[src/rtl/hbp_pkg.sv]
`timescale 1ns/1ps
package hbp_pkg;

  typedef logic [1:0] ctr2_t;

  localparam ctr2_t CTR_WEAK_LOW = 2'b01;

  // saturating step of a 2-bit up/down counter
  function automatic ctr2_t ctr_step(input ctr2_t c, input logic up);
    ctr2_t r;
    if (up) r = (c == 2'b11) ? c : c + 2'b01;
    else    r = (c == 2'b00) ? c : c - 2'b01;
    return r;
  endfunction

  function automatic logic ctr_dir(input ctr2_t c);
    return c[1];
  endfunction

endpackage

[src/rtl/hbp_rst_sync.sv]
`timescale 1ns/1ps
module hbp_rst_sync (
  input  logic clk,
  input  logic arst_n,
  output logic srst_n
);
  logic [1:0] sync_q;
  logic [1:0] sync_d;

  always_comb begin
    sync_d = {sync_q[0], 1'b1};
  end

  always_ff @(posedge clk or negedge arst_n) begin
    if (!arst_n) sync_q <= 2'b00;
    else         sync_q <= sync_d;
  end

  assign srst_n = sync_q[1];
endmodule

[src/rtl/hbp_ctr_table.sv]
`timescale 1ns/1ps
module hbp_ctr_table
  import hbp_pkg::*;
#(
  parameter int    IDX_W   = 6,
  parameter ctr2_t RST_VAL = CTR_WEAK_LOW
) (
  input  logic             clk,
  input  logic             rst_n,
  input  logic [IDX_W-1:0] lk_idx,
  output ctr2_t            lk_ctr,
  input  logic [IDX_W-1:0] up_idx,
  output ctr2_t            up_ctr,
  input  logic             up_en,
  input  logic             up_inc
);
  localparam int DEPTH = 1 << IDX_W;

  ctr2_t cells_q [DEPTH];
  ctr2_t up_nxt;

  assign lk_ctr = cells_q[lk_idx];
  assign up_ctr = cells_q[up_idx];

  always_comb begin
    up_nxt = ctr_step(up_ctr, up_inc);
  end

  always_ff @(posedge clk or negedge rst_n) begin
    if (!rst_n) begin
      for (int i = 0; i < DEPTH; i++) cells_q[i] <= RST_VAL;
    end else if (up_en) begin
      cells_q[up_idx] <= up_nxt;
    end
  end
endmodule

[src/rtl/hbp_ghist.sv]
`timescale 1ns/1ps
module hbp_ghist #(
  parameter int HIST_W = 6
) (
  input  logic              clk,
  input  logic              rst_n,
  input  logic              shift_en,
  input  logic              bit_in,
  output logic [HIST_W-1:0] hist_o
);
  logic [HIST_W-1:0] hist_q;
  logic [HIST_W-1:0] hist_d;

  always_comb begin
    hist_d = {hist_q[HIST_W-2:0], bit_in};
  end

  always_ff @(posedge clk or negedge rst_n) begin
    if (!rst_n)        hist_q <= '0;
    else if (shift_en) hist_q <= hist_d;
  end

  assign hist_o = hist_q;
endmodule

[src/rtl/hybrid_bp.sv]
`timescale 1ns/1ps
module hybrid_bp
  import hbp_pkg::*;
#(
  parameter int PC_W    = 32,
  parameter int IDX_W   = 6,
  parameter int ALIGN_W = 2
) (
  input  logic            clk,
  input  logic            rst_n,
  input  logic [PC_W-1:0] lk_pc,
  output logic            lk_taken,
  output logic            lk_bim,
  output logic            lk_gbl,
  output logic            lk_use_gbl,
  input  logic            rs_valid,
  input  logic [PC_W-1:0] rs_pc,
  input  logic            rs_taken
);
  logic              srst_n;
  logic [IDX_W-1:0]  ghist_q;
  logic [IDX_W-1:0]  ghist_rev;

  logic [IDX_W-1:0]  lk_base, rs_base;
  logic [IDX_W-1:0]  lk_g_idx, rs_g_idx;
  logic [IDX_W-1:0]  lk_s_idx, rs_s_idx;

  ctr2_t lk_b_ctr, lk_g_ctr, lk_s_ctr;
  ctr2_t rs_b_ctr, rs_g_ctr, rs_s_ctr;

  logic rs_b_dir, rs_g_dir;
  logic sel_upd_en, sel_upd_inc;

  hbp_rst_sync u_rst (
    .clk    (clk),
    .arst_n (rst_n),
    .srst_n (srst_n)
  );

  // selector hash uses the shared history in reversed bit order
  for (genvar k = 0; k < IDX_W; k++) begin : g_rev
    assign ghist_rev[k] = ghist_q[IDX_W-1-k];
  end

  always_comb begin
    lk_base  = lk_pc[ALIGN_W +: IDX_W];
    rs_base  = rs_pc[ALIGN_W +: IDX_W];
    lk_g_idx = lk_base ^ ghist_q;
    rs_g_idx = rs_base ^ ghist_q;
    lk_s_idx = lk_base ^ ghist_rev;
    rs_s_idx = rs_base ^ ghist_rev;
  end

  hbp_ctr_table #(.IDX_W(IDX_W), .RST_VAL(CTR_WEAK_LOW)) u_bim (
    .clk    (clk),
    .rst_n  (srst_n),
    .lk_idx (lk_base),
    .lk_ctr (lk_b_ctr),
    .up_idx (rs_base),
    .up_ctr (rs_b_ctr),
    .up_en  (rs_valid),
    .up_inc (rs_taken)
  );

  hbp_ctr_table #(.IDX_W(IDX_W), .RST_VAL(CTR_WEAK_LOW)) u_gbl (
    .clk    (clk),
    .rst_n  (srst_n),
    .lk_idx (lk_g_idx),
    .lk_ctr (lk_g_ctr),
    .up_idx (rs_g_idx),
    .up_ctr (rs_g_ctr),
    .up_en  (rs_valid),
    .up_inc (rs_taken)
  );

  always_comb begin
    rs_b_dir    = ctr_dir(rs_b_ctr);
    rs_g_dir    = ctr_dir(rs_g_ctr);
    sel_upd_en  = rs_valid && (rs_b_dir != rs_g_dir);
    sel_upd_inc = (rs_g_dir == rs_taken);
  end

  hbp_ctr_table #(.IDX_W(IDX_W), .RST_VAL(CTR_WEAK_LOW)) u_sel (
    .clk    (clk),
    .rst_n  (srst_n),
    .lk_idx (lk_s_idx),
    .lk_ctr (lk_s_ctr),
    .up_idx (rs_s_idx),
    .up_ctr (rs_s_ctr),
    .up_en  (sel_upd_en),
    .up_inc (sel_upd_inc)
  );

  hbp_ghist #(.HIST_W(IDX_W)) u_hist (
    .clk      (clk),
    .rst_n    (srst_n),
    .shift_en (rs_valid),
    .bit_in   (rs_taken),
    .hist_o   (ghist_q)
  );

  always_comb begin
    lk_bim     = ctr_dir(lk_b_ctr);
    lk_gbl     = ctr_dir(lk_g_ctr);
    lk_use_gbl = ctr_dir(lk_s_ctr);
    lk_taken   = lk_use_gbl ? lk_gbl : lk_bim;
  end

  logic unused_sel_ctr;
  assign unused_sel_ctr = ^rs_s_ctr;
endmodule

[config.mk]
export PLATFORM = sky130hd
export DESIGN_NAME = hybrid_bp
export DESIGN_NICKNAME = d
export VERILOG_FILES = /design/src/rtl/hbp_pkg.sv /design/src/rtl/hbp_rst_sync.sv /design/src/rtl/hbp_ctr_table.sv /design/src/rtl/hbp_ghist.sv /design/src/rtl/hybrid_bp.sv
export SDC_FILE = /design/constraint.sdc
export NUM_CORES = 1
export LEC_CHECK = 0
export CAP_MARGIN = 20
export CORE_MARGIN = 10
export CORE_UTILIZATION = 55
export CTS_BUF_LIST = sky130_fd_sc_hd__clkbuf_16
export CTS_CLUSTER_DIAMETER = 150
export DETAILED_ROUTE_END_ITERATION = 7
export DONT_BUFFER_PORTS = 1
export MAX_ROUTING_LAYER = met4
export PLACE_DENSITY_LB_ADDON = 0.05
export SYNTH_ARGS = -nofsm -noshare
export SYNTH_HDL_FRONTEND = slang
export SYNTH_SLANG_ARGS = --single-unit
[constraint.sdc]
create_clock -name clk -period 18.89 [get_ports clk]
set_input_delay 0.9445 -clock clk [delete_from_list [all_inputs] [get_ports clk]]
set_output_delay 0.9445 -clock clk [all_outputs]
set_load 0.1 [all_outputs]
==> reports/results.ini <==
[cts]
clock_path_buffers = 3
postCtsHoldBufs = 0
clk_transition_reported_paths_ns = 0.06
htree_levels = 2
cts_tree = done
cts_resized = 0
clockRootBuffer = clkbuf_16
cts-buffers-inserted = 45
post-cts-setup-buffers = 0
insertion_delay_ns = 0.58
cts.sinks = 392

[global_route]
grt_max_degree = 168
grt_usage = 0.301
grt_pass1_vias = 20000
grt_pass1_wl_mm = 118
grt-ovfl-total = 0
antenna_found_initial = 2

[cells_and_area]
finalNetCount = 2448
final_cell_area_um2 = 25200
area_growth_syn_to_layout_pct = 7.29
layout-drive-gt1-share = 0.248
fill_cells = 3585
fin_util = 0.599

[yosys]
synth-edff-count = 0
yosysTopAreaCell = dfstp_2
synth_cells = 2474
synthesis.nets = 2542
syn_area_um2 = 23500
synth_seq_area_share = 0.427
syn_area_per_cell_um2 = 9.51
async_reset_ff_frac = 1.00
synth.area.top_cells = dfstp_2, dfrtp_1, mux4_2
yosys_warnings = 0
synth_seq_cells = 392
synth_top_cell_area_share = 0.214
yosysUniqueCellTypes = 79
synthFlopType = dfrtp_1

[critical_path]
cpMostUsedCell = buf_4
endpoint_kind = flip-flop
cp_slowest_stage_delay_ns = 0.94
worstReg2RegStart = u_hist.hist_o[1]$_DFFE_PN0P_
worstSetupPathType = reg -> reg
crit_fanout = 99
crit_chain = xor2_4, buf_4, o22ai_1, a2111oi_0, a211oi_2, o22ai_4, mux2i_4, buf_4, buf_4, nor2_1, nor3_1
cp.required_ns = 19.37
r2r_end = u_sel.cells_q[8]$_DFFE_PN1P_
worstRegToRegCells = 11
crit_arrival_ns = 5.80
crit_slowest_cell = buf_4
critPathLaunch = u_hist.hist_o[1]$_DFFE_PN0P_
start_kind = flip-flop
rrSetupSlack_ns = 13.58
crit_end = u_sel.cells_q[8]$_DFFE_PN1P_

[timing]
slew_headroom = 0.231
worst_pin_slew_ns = 1.15
tns_ns = 0
post-route-period-util = 0.281
setup-violations-final = 0
fmax_mhz = 188
fin_skew_ns = 0.0223
rsz0062_at_grt = false
min_period_ns = 5.31
slew_viol_final = 0
hold_viol = 0

[drt]
drtIter0Drc = 2835
ant_nets = 0
vias = 20400
firstDrtPassIters = 6
totalWireLength_mm = 75.2
drc = 0
vias_per_cell = 6.89
wl_per_cell_um = 25.5

[floorplanning]
initial_core_util = 0.558
die_y_um = 227
die_width_um = 227
core_um2 = 42100
std_cell_rows = 75
die_area_um2 = 51400
ios = 72

[placed_design]
dpl_cell_area_um2 = 23900
io_buffers = 0
gp_congestion = 0.904
dpl.hpwl_mm = 45.2

[run]
max-cap-violations = 0

[hold_path]
hold_path_class = in -> async

[power]
powerDensity_nw_per_um2 = 144
p_leak_uw = 0.00912
max-vdd-ir-drop_uv = 99.0

[outcome]
status = finished clean

[routing by layer]
layer / GRT usage / wire [µm] / vias to the layer above
li1: - / - / 8888
met1: 0.415 / 31400 / 10100
met4: 0.109 / 2310 / 0
met3: 0.0699 / 8200 / 201
met5: - / 0 / -
met2: 0.428 / 33400 / 1188
[power by group]
group	internal (µW)	leakage, µW	total [µW]	switching [µW]
Clock	456	0.000707	816	359
Sequential	1170	0.00471	1350	185
Combinational	447	0.00370	1470	1020
[registers in the layout (all words and copies together), names as in the netlist]
| signal | cells |
|---|---|
| u_bim.cells_q | 128 |
| u_sel.cells_q | 128 |
| u_rst.sync_q | 2 |
| u_gbl.cells_q | 128 |
| u_hist.hist_o | 6 |
[area by class of cell]
type                       count  area (µm²)  share of cell area
sequential                   392       10100               0.398
antenna                        2        5.00            0.000198
clock inverter                35         199             0.00788
tap                          539         674              0.0267
multi-input combinational   1892       12800               0.506
clock buffer                  45        1130              0.0446
inverter                       2        7.51            0.000297
timing repair buffer          47         394              0.0156
[critical path, delay by kind of cell, from the launching register on]
kind / cells / cell delay [ns]
flops: 1 / 0.64
buf+inv: 3 / 2.21
xor+xnor: 1 / 0.16
compound gates: 4 / 1.32
simple gates: 2 / 0.43
mux: 1 / 0.29
[cell usage in the layout (no fill, tap or decap), drive strengths merged, types with 15 or more instances in the layout]
| cell type | count |
|---|---|
| a21oi | 148 |
| a221oi | 16 |
| a22oi | 17 |
| buf | 46 |
| clkbuf | 46 |
| clkinv | 19 |
| dfrtp | 200 |
| dfstp | 192 |
| inv | 15 |
| mux2 | 163 |
| mux2i | 32 |
| mux4 | 94 |
| nand2 | 560 |
| nand3 | 35 |
| nor2 | 213 |
| nor3 | 156 |
| o21ai | 144 |
| o32ai | 129 |
| xnor2 | 16 |
| xor2 | 22 |
[cells in the mapped netlist (4+ instances only)]
library cell / number
o21ai_0: 144
a2111oi_0: 5
clkbuf_1: 67
mux2_2: 163
buf_2: 86
nand3_1: 34
o221ai_1: 13
and3_1: 6
mux2i_1: 31
dfrtp_1: 200
a211oi_1: 12
a31oi_1: 9
nand2_1: 557
xor2_1: 18
dfstp_2: 192
or3_1: 5
a211o_1: 4
buf_1: 14
o211ai_1: 5
nor2_1: 212
nor3_1: 153
a21oi_1: 148
nor2b_1: 7
mux4_2: 93
xnor2_1: 14
a22oi_1: 17
a221oi_1: 16
buf_4: 19
nand4_1: 5
o2bb2ai_1: 7
and2_1: 10
o22ai_1: 12
o32ai_1: 129
[per-stage QoR]
step	setup WS [ns]	power [µW]	cells	hold slack, ns
detailed placement	13.41	2770	2869	0.342
global route	13.30	3800	2954	0.0515
finish	13.58	3630	2954	0.0658
global placement	13.50	2750	2868	0.344
CTS	13.52	3600	2949	0.0433
floorplan	7.49	2340	2474	0.331
[how the worst min path moves through the flow]
| stage | cells past startpoint | to | slack (ns) | startpoint |
|---|---|---|---|---|
| global route | 0 | u_rst.sync_q[1]$_DFF_PN0_ | 0.05 | rst_n |
| global placement | 0 | u_rst.sync_q[1]$_DFF_PN0_ | 0.34 | u_rst.sync_q[0]$_DFF_PN0_ |
| floorplan | 0 | u_rst.sync_q[1]$_DFF_PN0_ | 0.33 | u_rst.sync_q[0]$_DFF_PN0_ |
| finish | 0 | u_rst.sync_q[1]$_DFF_PN0_ | 0.07 | rst_n |
| CTS | 0 | u_rst.sync_q[1]$_DFF_PN0_ | 0.04 | rst_n |
| detailed placement | 0 | u_rst.sync_q[1]$_DFF_PN0_ | 0.34 | u_rst.sync_q[0]$_DFF_PN0_ |
[logic make-up (layout without fill, tap and decap cells)]
kind of cell | Yosys count | count (layout) | synth area share
fa+ha+maj | 1 | 1 | 0.000425
buf+inv | 190 | 129 | 0.0386
other cells | 1 | 3 | 0.000159
flops | 392 | 392 | 0.427
simple gates | 1011 | 1011 | 0.179
mux | 289 | 289 | 0.182
xor+xnor | 38 | 38 | 0.0165
compound gates | 552 | 552 | 0.156
Power figures use the tool's default switching activity.
